<file path="src/rtl/xbus_rdy_pkg.sv">
package xbus_rdy_pkg;
    localparam int WAIT_FW = 4;
    localparam int LAG_FW  = 2;

    typedef enum logic [2:0] {
        PH_IDLE,
        PH_WAIT,
        PH_SAMPLE,
        PH_WEND,
        PH_RD1,
        PH_RD2
    } phase_e;
endpackage

</file>
<file path="src/rtl/xbus_rdy_sync.sv">
module xbus_rdy_sync #(
    parameter int  STAGES    = 2,
    parameter logic RESET_VAL = 1'b1
) (
    input  logic clk,
    input  logic rst_n,
    input  logic din,
    output logic dout
);
    logic [STAGES-1:0] sh_d, sh_q;

    always_comb begin
        sh_d = {sh_q[STAGES-2:0], din};
    end

    always_ff @(posedge clk or negedge rst_n) begin
        if (!rst_n) sh_q <= {STAGES{RESET_VAL}};
        else        sh_q <= sh_d;
    end

    assign dout = sh_q[STAGES-1];
endmodule

</file>
<file path="src/rtl/xbus_we_lag.sv">
module xbus_we_lag #(
    parameter int LAG_W = 2
) (
    input  logic             clk,
    input  logic             rst_n,
    input  logic             active,
    input  logic             wr,
    input  logic [LAG_W-1:0] lag,
    output logic             we_n
);
    localparam logic [LAG_W-1:0] CNT_MAX = {LAG_W{1'b1}};

    logic [LAG_W-1:0] cnt_d, cnt_q;

    always_comb begin
        if (!active)               cnt_d = '0;
        else if (cnt_q == CNT_MAX) cnt_d = cnt_q;
        else                       cnt_d = cnt_q + 1'b1;
    end

    always_ff @(posedge clk or negedge rst_n) begin
        if (!rst_n) cnt_q <= '0;
        else        cnt_q <= cnt_d;
    end

    // cnt_q is k-1 in active clock k, so the strobe starts at k = lag+1
    assign we_n = !(active && wr && (cnt_q >= lag));
endmodule

</file>
<file path="src/rtl/xbus_rdy_ctrl.sv">
module xbus_rdy_ctrl
    import xbus_rdy_pkg::*;
#(
    parameter int AW          = 16,
    parameter int DW          = 32,
    parameter int TMO         = 256,
    parameter int SYNC_STAGES = 2
) (
    input  logic               clk,
    input  logic               rst_n,
    input  logic               req_start,
    input  logic               req_write,
    input  logic [AW-1:0]      req_addr,
    input  logic [DW-1:0]      req_wdata,
    input  logic [WAIT_FW-1:0] cfg_rd_wait,
    input  logic [WAIT_FW-1:0] cfg_wr_wait,
    input  logic [LAG_FW-1:0]  cfg_we_lag,
    output logic               busy,
    output logic               rsp_done,
    output logic               rsp_err,
    output logic [DW-1:0]      rsp_rdata,
    output logic               bus_cs_n,
    output logic               bus_we_n,
    output logic               bus_oe_n,
    output logic [AW-1:0]      bus_addr,
    output logic [DW-1:0]      bus_wdata,
    input  logic [DW-1:0]      bus_rdata,
    input  logic               bus_rdy_n
);
    localparam int TMO_BITS = $clog2(TMO);
    localparam int CW       = (TMO_BITS > WAIT_FW) ? TMO_BITS : WAIT_FW;
    localparam logic [CW-1:0] TMO_LAST = CW'(TMO - 1);

    typedef struct packed {
        phase_e             ph;
        logic [CW-1:0]      cnt;
        logic               wr;
        logic [LAG_FW-1:0]  lag;
        logic [WAIT_FW-1:0] wm1;
        logic [AW-1:0]      addr;
        logic [DW-1:0]      wdata;
        logic [DW-1:0]      rdata;
        logic               done;
        logic               err;
    } ctl_t;

    ctl_t ctl_d, ctl_q;
    logic rdy_sync_n;
    logic active;

    xbus_rdy_sync #(
        .STAGES    (SYNC_STAGES),
        .RESET_VAL (1'b1)
    ) u_sync (
        .clk   (clk),
        .rst_n (rst_n),
        .din   (bus_rdy_n),
        .dout  (rdy_sync_n)
    );

    assign active = (ctl_q.ph != PH_IDLE);

    xbus_we_lag #(
        .LAG_W (LAG_FW)
    ) u_we (
        .clk    (clk),
        .rst_n  (rst_n),
        .active (active),
        .wr     (ctl_q.wr),
        .lag    (ctl_q.lag),
        .we_n   (bus_we_n)
    );

    always_comb begin
        ctl_d      = ctl_q;
        ctl_d.done = 1'b0;
        ctl_d.err  = 1'b0;
        unique case (ctl_q.ph)
            PH_IDLE: begin
                if (req_start) begin
                    ctl_d.ph    = PH_WAIT;
                    ctl_d.cnt   = '0;
                    ctl_d.wr    = req_write;
                    ctl_d.lag   = cfg_we_lag;
                    ctl_d.wm1   = req_write ? cfg_wr_wait : cfg_rd_wait;
                    ctl_d.addr  = req_addr;
                    ctl_d.wdata = req_wdata;
                end
            end
            PH_WAIT: begin
                if (ctl_q.cnt == CW'(ctl_q.wm1)) begin
                    ctl_d.ph  = PH_SAMPLE;
                    ctl_d.cnt = '0;
                end else begin
                    ctl_d.cnt = ctl_q.cnt + 1'b1;
                end
            end
            PH_SAMPLE: begin
                if (!rdy_sync_n) begin
                    ctl_d.ph = ctl_q.wr ? PH_WEND : PH_RD1;
                end else if (ctl_q.cnt == TMO_LAST) begin
                    ctl_d.ph  = PH_IDLE;
                    ctl_d.err = 1'b1;
                end else begin
                    ctl_d.cnt = ctl_q.cnt + 1'b1;
                end
            end
            PH_WEND: begin
                ctl_d.ph   = PH_IDLE;
                ctl_d.done = 1'b1;
            end
            PH_RD1: begin
                ctl_d.ph = PH_RD2;
            end
            PH_RD2: begin
                ctl_d.ph    = PH_IDLE;
                ctl_d.done  = 1'b1;
                ctl_d.rdata = bus_rdata;
            end
            default: begin
                ctl_d.ph = PH_IDLE;
            end
        endcase
    end

    always_ff @(posedge clk or negedge rst_n) begin
        if (!rst_n) begin
            ctl_q.ph    <= PH_IDLE;
            ctl_q.cnt   <= '0;
            ctl_q.wr    <= 1'b0;
            ctl_q.lag   <= '0;
            ctl_q.wm1   <= '0;
            ctl_q.addr  <= '0;
            ctl_q.wdata <= '0;
            ctl_q.rdata <= '0;
            ctl_q.done  <= 1'b0;
            ctl_q.err   <= 1'b0;
        end else begin
            ctl_q <= ctl_d;
        end
    end

    assign busy      = active;
    assign bus_cs_n  = !active;
    assign bus_oe_n  = !(active && !ctl_q.wr);
    assign bus_addr  = ctl_q.addr;
    assign bus_wdata = ctl_q.wdata;
    assign rsp_done  = ctl_q.done;
    assign rsp_err   = ctl_q.err;
    assign rsp_rdata = ctl_q.rdata;
endmodule

</file>
<file path="config.mk">
export PLATFORM = sky130hd
export DESIGN_NAME = xbus_rdy_ctrl
export DESIGN_NICKNAME = d
export VERILOG_FILES = /design/src/rtl/xbus_rdy_pkg.sv /design/src/rtl/xbus_rdy_sync.sv /design/src/rtl/xbus_we_lag.sv /design/src/rtl/xbus_rdy_ctrl.sv
export SDC_FILE = /design/constraint.sdc
export NUM_CORES = 1
export LEC_CHECK = 0
export BUFFER_PORTS_ARGS = -buffer_cell sky130_fd_sc_hd__clkbuf_2
export CAP_MARGIN = 20
export CELL_PAD_IN_SITES_DETAIL_PLACEMENT = 0
export CELL_PAD_IN_SITES_GLOBAL_PLACEMENT = 1
export CORE_UTILIZATION = 35
export DETAILED_ROUTE_END_ITERATION = 10
export PLACE_DENSITY_LB_ADDON = 0.1
export SLEW_MARGIN = 20
export SYNTH_ARGS = -nofsm -noshare
export SYNTH_HDL_FRONTEND = slang
export SYNTH_HIERARCHICAL = 1
export SYNTH_SLANG_ARGS = --single-unit
</file>
<file path="constraint.sdc">
create_clock -name clk -period 1.7 [get_ports clk]
set_input_delay 0.085 -clock clk [delete_from_list [all_inputs] [get_ports clk]]
set_output_delay 0.085 -clock clk [all_outputs]
set_load 0.005 [all_outputs]
</file>
==> metrics.txt <==
unrepaired setup endpoints after global routing true; clock root buffer clkbuf_16; Clock Tree Buf Depth 2; Die Area 14,400 um2; total power a little over 5 mW; commonest register cell after synthesis dfrtp_1; power density normalized to cell area 774 nW/um2; routability congestion estimate 0.750; Achievable Freq 592 MHz; post-synthesis cell type count 42; y dimension of the die 120 um; CTS clock-pin slew for the worst setup and hold paths 0.07 ns; average instance area after synthesis 13.1 um2; starting utilization of the core area 36.3%; clock buffer count from CTS 9; net total in the final layout between 600 and 700; antenna cells 0; clock latency of the later-clocked register in the worst-skew pair 0.34 ns; total vias in the final route 3,230; result of the run complete, no violations; crit start category register; detailed-route wire length 10,000 um; final slew viol count 0; number of standard cells after synthesis 370; worst clock skew 0.00317 ns; number of top-level pins 181; via count of the first global-routing pass 3,304; Worst Max-Slew Pin Slew around 0.51 ns; antenna viol nets, final 0; number of flops mapped to enable cells by yosys 0; Starting DRT DRC Count 83; crit path DAT 1.60 ns; total DRC errors in the routed layout 0; count of port buffers added during placement 180; placeable core area 13,400 um2; summed negative setup slack over all endpoints 0 ns; Worst Setup SP u_we/cnt_q[0]$_DFFE_PN0P_; floorplan die width 120 um; Post-synth ARST share 100%; final design utilization slightly below 50%; Area growth syn-to-layout 37.0%; CTS tree yes; min-delay worst type input pin to register; portion of the post-synthesis area used by sequential elements 53.5%; H-tree Lvls 3; total nets after synthesis approximately 470; detailed-routing iteration count for the pre-antenna-repair pass 4; CP endpoint kind output port; max-cap viol count 0; Crit Path Class register to output port; largest net degree at the start of global routing 46; number of synthesized register bits 104; dominant cells by area after synthesis dfrtp_1, mux2_2, buf_4; Yosys warning count 6; total track usage 14.5%; leakage power figure 3.39 nW; Detailed Place HPWL 6880 um; area post-placement 5440 um2; proportion of netlist area held by the largest area contributor 52.5%; Remaining Overflow, GRT 0; Vias per Instance 4.30; launch point of the worst hold path cfg_rd_wait[0]; number of hold violations in the final report 0; number of setup violations in the final report 0; initial antenna violation count 0; sink count of the clock tree 104; origin of the critical flop-to-flop path ctl_q[94]$_DFFE_PN0P_; number of placement rows 42; Final Critical Period around 1.7 ns; part of the cycle the worst path needs 99.4%; worst slew margin relative to its limit 66.2%; layout cell share with drive strength beyond 1 54.3%; final hold slack roughly 0.04 ns; Routed wire per std cell approximately 13 um; netlist area before placement between 4000 and 5000 um2; wire length of the first global-routing pass 16,100 um; maximum resistive drop on vdd 0.405 mV; post-route design area between 6000 and 7000 um2; required time of the critical path around 1.6 ns; biggest area consumer among synthesized cells dfrtp_1; Crit Path Max Fanout 2
[layout make-up]
class                   count  area, um2
fillers                  1247       6730
inverters                   3       11.3
repair buffers            284       1950
flip-flops and latches    104       2610
clock buffers              10        239
multi-input cells         169       1550
well taps                 176        220
clock inverters             6       82.6
[flip-flops by register name, summed over array words and instances (netlist names)]
register,flops
rsp_err,1
rsp_rdata,32
rsp_done,1
u_we/cnt_q,2
bus_addr,16
ctl_q,18
u_sync/sh_q,2
bus_wdata,32
[routing by layer]
metal / up-vias / GRT usage, % / wire, um
met5: - / 0 / 0
met4: 0 / 7.27 / 230
met1: 1545 / 18.0 / 4370
li1: 1577 / - / -
met3: 14 / 2.95 / 454
met2: 94 / 24.1 / 4960
[path summary, 6_finish.rpt]
| path | to | cells after the start | slack (ns) |
|---|---|---|---|
| setup / recovery | bus_we_n | 5 | 0.01 |
| min in group asynchronous | bus_wdata[17]$_DFFE_PN0P_ | 2 | 0.25 |
| hold reg to reg | u_sync/sh_q[1]$_DFF_PN1_ | 0 | 0.36 |
| max in group asynchronous | u_sync/sh_q[1]$_DFF_PN1_ | 3 | 0.77 |
| setup reg to reg | ctl_q[89]$_DFFE_PN0P_ | 4 | 0.12 |
| hold / removal | ctl_q[82]$_DFFE_PN0P_ | 3 | 0.04 |
[critical path, stage by stage, from the launching register on]
cell and delay [ns]:
dfrtp_1 0.35, inv_1 0.05, ha_1 0.28, or3b_1 0.36, o2111ai_2 0.08, buf_2 0.15
[logic make-up (layout without fill, tap and decap cells)]
logic type	count (synthesis)	after routing	synth area share [%]
mux	89	89	20.5
flops	104	104	53.5
compound gates	21	21	3.11
buf+inv	97	303	14.8
xor+xnor	12	12	2.16
simple gates	43	43	4.84
fa+ha+maj	4	4	1.03
[cells in the mapped netlist, drive strengths merged, types with 2 or more instances]
master,number
a21boi,2
a21oi,9
xnor2,9
o21ai,2
dfstp,2
nand2b,2
dfrtp,102
mux2,84
nand3,5
nand2,8
o211ai,2
inv,3
buf,94
nor3,3
ha,4
mux2i,5
nor2,12
xor2,3
and2,3
[stage by stage]
stage	instances	setup slack, ns
after floorplan	370	0.0952
after global placement	649	0.0736
after detailed placement	649	0.0686
after CTS	750	-0.0145
after global routing	752	-0.0483
final	752	0.0102
[layout by cell type, fill, tap and decap left out, drive strengths merged, types with 4 or more instances in the layout]
| cell type | netlist | final |
|---|---|---|
| a21oi | 9 | 9 |
| buf | 94 | 21 |
| clkbuf | 0 | 189 |
| dfrtp | 102 | 102 |
| dlygate4sd3 | 0 | 84 |
| ha | 4 | 4 |
| mux2 | 84 | 84 |
| mux2i | 5 | 5 |
| nand2 | 8 | 8 |
| nand3 | 5 | 5 |
| nor2 | 12 | 12 |
| xnor2 | 9 | 9 |
[timing repair]
action | CTS | global route
cloned | 0 | 1
setup endpoints to repair | 1 | 30
hold buffers | 84 | 0
buffers inserted | 1 | 1
pin swaps | 2 | 1
resized for setup | 0 | 6
endpoints found under the hold margin | 115 | 0
[report_power, final]
group	internal [mW]	total, mW	switching [mW]
clock network	1.32	2.22	0.894
logic	0.267	0.408	0.141
registers	2.52	2.53	0.0186
total	4.11	5.16	1.05
Power figures use the tool's default switching activity.
